[config.mk]
export PLATFORM = sky130hd
export DESIGN_NAME = ocp_limiter
export DESIGN_NICKNAME = d
export VERILOG_FILES = /design/src/rtl/ocp_pkg.sv /design/src/rtl/ocp_sync.sv /design/src/rtl/ocp_phase_gate.sv /design/src/rtl/ocp_report.sv /design/src/rtl/ocp_limiter.sv
export SDC_FILE = /design/constraint.sdc
export NUM_CORES = 1
export LEC_CHECK = 0
export BUFFER_PORTS_ARGS = -buffer_cell sky130_fd_sc_hd__buf_2
export CAP_MARGIN = 40
export CORE_MARGIN = 10
export CORE_UTILIZATION = 40
export DETAILED_ROUTE_END_ITERATION = 12
export PLACE_DENSITY_LB_ADDON = 0.2
export SLEW_MARGIN = 20
export SYNTH_ARGS = -nofsm -noshare
export SYNTH_HDL_FRONTEND = slang
export SYNTH_SLANG_ARGS = --single-unit
[constraint.sdc]
create_clock -name clk -period 2.24 [get_ports clk]
set_input_delay 0.112 -clock clk [delete_from_list [all_inputs] [get_ports clk]]
set_output_delay 0.112 -clock clk [all_outputs]
set_load 0.05 [all_outputs]
[src/rtl/ocp_pkg.sv]
package ocp_pkg;
    localparam int unsigned NSW_DEFAULT = 6;

    typedef enum logic {
        MODE_LIMIT = 1'b0,
        MODE_LATCH = 1'b1
    } oc_mode_e;
endpackage

[src/rtl/ocp_sync.sv]
module ocp_sync #(
    parameter int unsigned W = 6
) (
    input  logic         clk,
    input  logic         rst,
    input  logic [W-1:0] async_in,
    output logic [W-1:0] sync_out
);
    typedef struct packed {
        logic [W-1:0] meta;
        logic [W-1:0] stable;
    } sync_st_t;

    sync_st_t s_d, s_q;

    always_comb begin
        s_d        = s_q;
        s_d.meta   = async_in;
        s_d.stable = s_q.meta;
    end

    always_ff @(posedge clk) begin
        if (rst) s_q <= '0;
        else     s_q <= s_d;
    end

    assign sync_out = s_q.stable;
endmodule

[src/rtl/ocp_phase_gate.sv]
module ocp_phase_gate (
    input  logic clk,
    input  logic rst,
    input  logic pwm,
    input  logic en,
    input  logic oc_s,
    output logic trip,
    output logic rise,
    output logic gate
);
    typedef struct packed {
        logic pwm_prev;
        logic blank;
    } ph_st_t;

    ph_st_t s_d, s_q;
    logic   on_cmd;
    logic   blank_eff;

    always_comb begin
        rise      = pwm & ~s_q.pwm_prev;
        on_cmd    = pwm & en;
        blank_eff = s_q.blank & ~rise;
        trip      = oc_s & on_cmd & ~blank_eff;
        gate      = on_cmd & ~blank_eff;
        s_d          = s_q;
        s_d.pwm_prev = pwm;
        s_d.blank    = blank_eff | trip;
    end

    always_ff @(posedge clk) begin
        if (rst) s_q <= '0;
        else     s_q <= s_d;
    end

    AST_BLANK_HOLDS: assert property (@(posedge clk) disable iff (rst)
        (s_q.blank && !(pwm && !s_q.pwm_prev)) |=> s_q.blank);

    AST_TRIP_QUALIFIED: assert property (@(posedge clk) disable iff (rst)
        $rose(s_q.blank) |-> $past(pwm && en));
endmodule

[src/rtl/ocp_report.sv]
module ocp_report
    import ocp_pkg::*;
#(
    parameter int unsigned NSW          = NSW_DEFAULT,
    parameter int unsigned TICKS_PER_US = 50,
    parameter int unsigned WINDOW_US    = 64
) (
    input  logic           clk,
    input  logic           rst,
    input  logic [NSW-1:0] trip,
    input  logic [NSW-1:0] rise,
    input  logic           mode_latch,
    output logic           shut,
    output logic           warn_n
);
    localparam int unsigned TIMEOUT_CYC = TICKS_PER_US * WINDOW_US;
    localparam int unsigned CW          = $clog2(TIMEOUT_CYC + 1);

    typedef struct packed {
        logic           active;
        logic           shut;
        logic [NSW-1:0] pend;
        logic [CW-1:0]  cnt;
    } rep_st_t;

    rep_st_t  s_d, s_q;
    oc_mode_e mode;
    logic     any_trip;

    always_comb begin
        mode     = oc_mode_e'(mode_latch);
        any_trip = |trip;
        s_d      = s_q;
        if (s_q.active) begin
            s_d.pend = s_q.pend & ~rise;
            s_d.cnt  = s_q.cnt + CW'(1);
        end
        if (any_trip && mode == MODE_LIMIT) begin
            s_d.active = 1'b1;
            s_d.pend   = s_d.pend | trip;
            s_d.cnt    = '0;
        end else if (s_q.active &&
                     (s_q.cnt == CW'(TIMEOUT_CYC - 1) || s_d.pend == '0)) begin
            s_d.active = 1'b0;
            s_d.pend   = '0;
            s_d.cnt    = '0;
        end
        if (any_trip && mode == MODE_LATCH) s_d.shut = 1'b1;
    end

    always_ff @(posedge clk) begin
        if (rst) s_q <= '0;
        else     s_q <= s_d;
    end

    assign shut   = s_q.shut;
    assign warn_n = ~(s_q.active | s_q.shut);

    AST_WARN_BOUND: assert property (@(posedge clk) disable iff (rst)
        s_q.active |-> (s_q.cnt < CW'(TIMEOUT_CYC)));

    AST_TIMER_RESTART: assert property (@(posedge clk) disable iff (rst)
        (s_q.active && any_trip && !mode_latch) |=> (s_q.active && s_q.cnt == '0));

    AST_SHUT_STICKY: assert property (@(posedge clk) disable iff (rst)
        s_q.shut |=> (s_q.shut && !warn_n));
endmodule

[src/rtl/ocp_limiter.sv]
module ocp_limiter
    import ocp_pkg::*;
#(
    parameter int unsigned NSW          = NSW_DEFAULT,
    parameter int unsigned TICKS_PER_US = 50,
    parameter int unsigned WINDOW_US    = 64
) (
    input  logic           clk,
    input  logic           rst,
    input  logic [NSW-1:0] pwm_in,
    input  logic [NSW-1:0] oc_flag_in,
    input  logic           mode_latch,
    input  logic           fault_off,
    output logic [NSW-1:0] gate_out,
    output logic           warn_n
);
    logic [NSW-1:0] oc_s;
    logic [NSW-1:0] trip;
    logic [NSW-1:0] rise;
    logic           shut;
    logic           en;

    assign en = ~fault_off & ~shut;

    ocp_sync #(.W(NSW)) u_sync (
        .clk      (clk),
        .rst      (rst),
        .async_in (oc_flag_in),
        .sync_out (oc_s)
    );

    for (genvar i = 0; i < NSW; i++) begin : g_sw
        ocp_phase_gate u_gate (
            .clk  (clk),
            .rst  (rst),
            .pwm  (pwm_in[i]),
            .en   (en),
            .oc_s (oc_s[i]),
            .trip (trip[i]),
            .rise (rise[i]),
            .gate (gate_out[i])
        );
    end

    ocp_report #(
        .NSW          (NSW),
        .TICKS_PER_US (TICKS_PER_US),
        .WINDOW_US    (WINDOW_US)
    ) u_report (
        .clk        (clk),
        .rst        (rst),
        .trip       (trip),
        .rise       (rise),
        .mode_latch (mode_latch),
        .shut       (shut),
        .warn_n     (warn_n)
    );

    AST_FAULT_ALL_LOW: assert property (@(posedge clk) disable iff (rst)
        fault_off |-> (gate_out == '0));
endmodule

==> reports/metrics.yaml <==
run_status:
  run_status: "complete, no violations"
grt:
  number_of_antenna_violations_at_the_first_check_in_global_routing: 0
  grt_start_max_net_pins: 29
  globalRouteTotalUtil: 0.1033
  grt_first_pass_wirelength_microns: 6479
  first_global_vias: 1383
  grt_remaining_overflow: 0
timing:
  timing.final.crit_period_ns: 1.789
  rsz0062_at_grt: "no"
  maximum_achievable_frequency_mhz: 559.0
  timing.hold.ws_ns: 0.01439
  timing.final.setup_violations: 0
  finalCritPeriodShare: 0.7986
  worst_slew_pin_slew_ns: 0.6255
  slew_viol_final: 0
  clock_skew_ns: 0.006590
  final.setup.tns_ns: 0
  max-slew-margin-rel: 0.5825
  timing.final.hold_violations: 0
setup_path:
  cp_num_buf_inv: 0
  number_of_logic_stages_on_the_critical_path_including_buffering: 5
  critical_path.reg2reg.endpoint: "u_report.s_q[12]"
  worst-endpoint-required_ns: 2.42
  crit_path_max_fanout: 18
  critical_r2r_launch: "u_report.shut"
  ff2ff_path_depth: 5
  setup.worst_path.start: "u_report.shut"
  critical-path-slowest-cell: "sky130_fd_sc_hd__or4_4"
  endpoint: "u_report.s_q[12]"
  worst_setup_path_end_kind: "flop"
  critical_path_arrival_ns: 1.97
  crit_path_max_incr_delay_ns: 0.54
  timing.setup.critical_path_class: "reg -> reg"
  timing.critical_path.cells: "nor2_2, and4_1, or4_4, o21ai_4, a21oi_1"
  setup.reg_to_reg.worst_slack_ns: 0.45
  worst_setup_path_start_kind: "flop"
  cp_top_family: "simple AND/OR/NAND/NOR gates"
drt:
  dr.pass1.iters: 5
  viasPerCell: 5.125
  dr_total_vias: 1471
  wl_microns: 3815
  drc: 0
  post_detailed_route_count_of_antenna_violating_nets: 0
  routed_wire_length_per_instance_microns: 13.29
  drt_iter0_markers: 109
clocking:
  postCtsResizedCells: 0
  worst_skew_late_latency_ns: 0.30
  clock_sink_count: 44
  cts_tree: "built"
  clk_transition_reported_paths_ns: 0.09
  cts-root-to-sink-buffers: 2
  cts_buffers: 5
  postCtsHoldBufs: 0
  clock-root-buffer: "sky130_fd_sc_hd__clkbuf_8"
  postCtsSetupBuffers: 0
  cts.htree.levels: 2
placed_design:
  total_instance_count_after_detailed_placement: 279
  port_buffers: 22
  place_congestion: 0.8170
  detailed_place_hpwl_microns: 2705
final_layout:
  antenna-diode-count: 0
  post_layout_nonfiller_instances: 287
  filler_cell_count_in_the_final_layout: 454
  most_frequent_standard_cell_in_the_layout_excluding_fill_and_tap_cells: "sky130_fd_sc_hd__dfxtp_1"
  finish.net_count: 251
  syn2layout_area_growth_pct: 11.34
  drive_gt1_frac: 0.1617
  final_cell_mix: "44 x sky130_fd_sc_hd__dfxtp_1, 22 x sky130_fd_sc_hd__nand2_1, 22 x sky130_fd_sc_hd__buf_2"
yosys:
  post_synth_arst_share: 0
  count_of_cell_types_in_the_netlist: 36
  dominantRegCellSynth: "sky130_fd_sc_hd__dfxtp_1"
  ys_warn_count: 0
  synth_area_sq_um: 1876
  synthCells: 215
  synth-seq-cells: 44
  ys_seq_area_frac: 0.4696
  synthesis.nets: 232
  syn_area_per_cell_sq_um: 8.723
  number_of_enable_flip_flop_cells_after_synthesis: 0
die:
  core_area_sq_um: 4444
  die-height_microns: 88.48
  die_width_microns: 88.48
  boundary_pin_count: 23
  num_rows: 24
  fp.dieArea_sq_um: 7828
  starting_density_of_the_core: 0.4220
power_and_ir_drop:
  p_leak_nw: 0.8577
  power.density_cell_area_nw_per_um2: 691.4
  power.ir.vdd_worst_v: 0.0004007
flow_run:
  max-cap-violations: 0
worst_hold_path:
  timing.hold.worst.class: "in -> reg"
==> cell type report <==
cell class                 instances  area, sq um  share of cell area
clock buffer                       5        68.82             0.03295
clock inverter                     3        23.77             0.01138
inverter                          10        37.54             0.01797
multi-input combinational        148        879.6              0.4212
sequential                        44        880.8              0.4218
tap                               52        65.06             0.03116
timing repair buffer              25        132.6             0.06351
==> synthesized netlist by cell type (all sizes together), types with 3 or more instances <==
| library cell | instances | share of area |
|---|---|---|
| nor2 | 20 | 0.041 |
| nand3 | 9 | 0.024 |
| xor2 | 6 | 0.028 |
| nand2 | 22 | 0.044 |
| dfxtp | 44 | 0.47 |
| inv | 10 | 0.020 |
| clkbuf | 4 | 0.0080 |
| o21ai | 10 | 0.033 |
| nand4 | 5 | 0.017 |
| a22oi | 3 | 0.012 |
| a21oi | 12 | 0.032 |
| buf | 9 | 0.033 |
| o31ai | 3 | 0.012 |
| and3 | 6 | 0.020 |
| nor2b | 16 | 0.053 |
| xnor2 | 5 | 0.023 |
| a21boi | 4 | 0.016 |
| nor3 | 4 | 0.011 |
| nor4 | 3 | 0.010 |
| and4 | 6 | 0.029 |
==> power by group <==
| group | leakage, nW | switching, W | internal, W |
|---|---|---|---|
| clock network | 0.0404 | 0.000282 | 0.000221 |
| logic | 0.458 | 0.0000879 | 0.0000424 |
| registers | 0.359 | 0.00000925 | 0.000802 |
| total | 0.858 | 0.000379 | 0.00106 |
==> metal layers <==
metal	GRT usage	routed length, microns	share of wire
met1	0.1385	1951	0.51
met2	0.1474	1590	0.42
met3	0.03676	220	0.058
met4	0.03965	53	0.014
met5	0	0	0
==> kinds of logic (layout without fill, tap and decap cells) <==
logic type / Yosys count / count (layout) / share of synthesized area
AO/OA/AOI/OAI: 37 / 37 / 0.1281
XOR/XNOR: 11 / 11 / 0.05137
adder cells (fa/ha/maj): 1 / 1 / 0.006670
buffers and inverters: 23 / 43 / 0.06137
flip-flops: 44 / 44 / 0.4696
multiplexers: 1 / 1 / 0.005337
AND/OR/NAND/NOR: 98 / 98 / 0.2775
==> registers in the layout, indices dropped and copies added, names as in the netlist <==
| register | count |
|---|---|
| u_report.shut | 1 |
| u_sync.s_d | 6 |
| g_sw.u_gate.s_q | 12 |
| u_sync.sync_out | 6 |
| u_report.s_q | 19 |
==> worst min-delay path by stage <==
stage	from	cells past startpoint	slack [ns]	to
global placement	oc_flag_in[0]	2	0.32	u_sync.s_d[0]
finish	oc_flag_in[1]	2	0.01	u_sync.s_d[1]
detailed placement	oc_flag_in[1]	2	0.33	u_sync.s_d[1]
global route	oc_flag_in[4]	2	0.03	u_sync.s_d[4]
floorplan	pwm_in[0]	1	0.24	g_sw[0].u_gate.s_q[1]
CTS	oc_flag_in[1]	2	0.006	u_sync.s_d[1]
==> metrics by stage <==
step	util	setup WS [ns]	instance area (sq um)	power, W
6_report	0.4699	0.4511	2088	0.001444
3_3_place_gp	0.4490	0.5158	1996	0.0009602
4_1_cts	0.4699	0.4476	2088	0.001466
2_1_floorplan	-	0.6822	1876	0.0009266
5_1_grt	0.4699	0.3608	2088	0.001513
3_5_place_dp	0.4490	0.4772	1996	0.0009602
(Power assumes the default switching activity.)
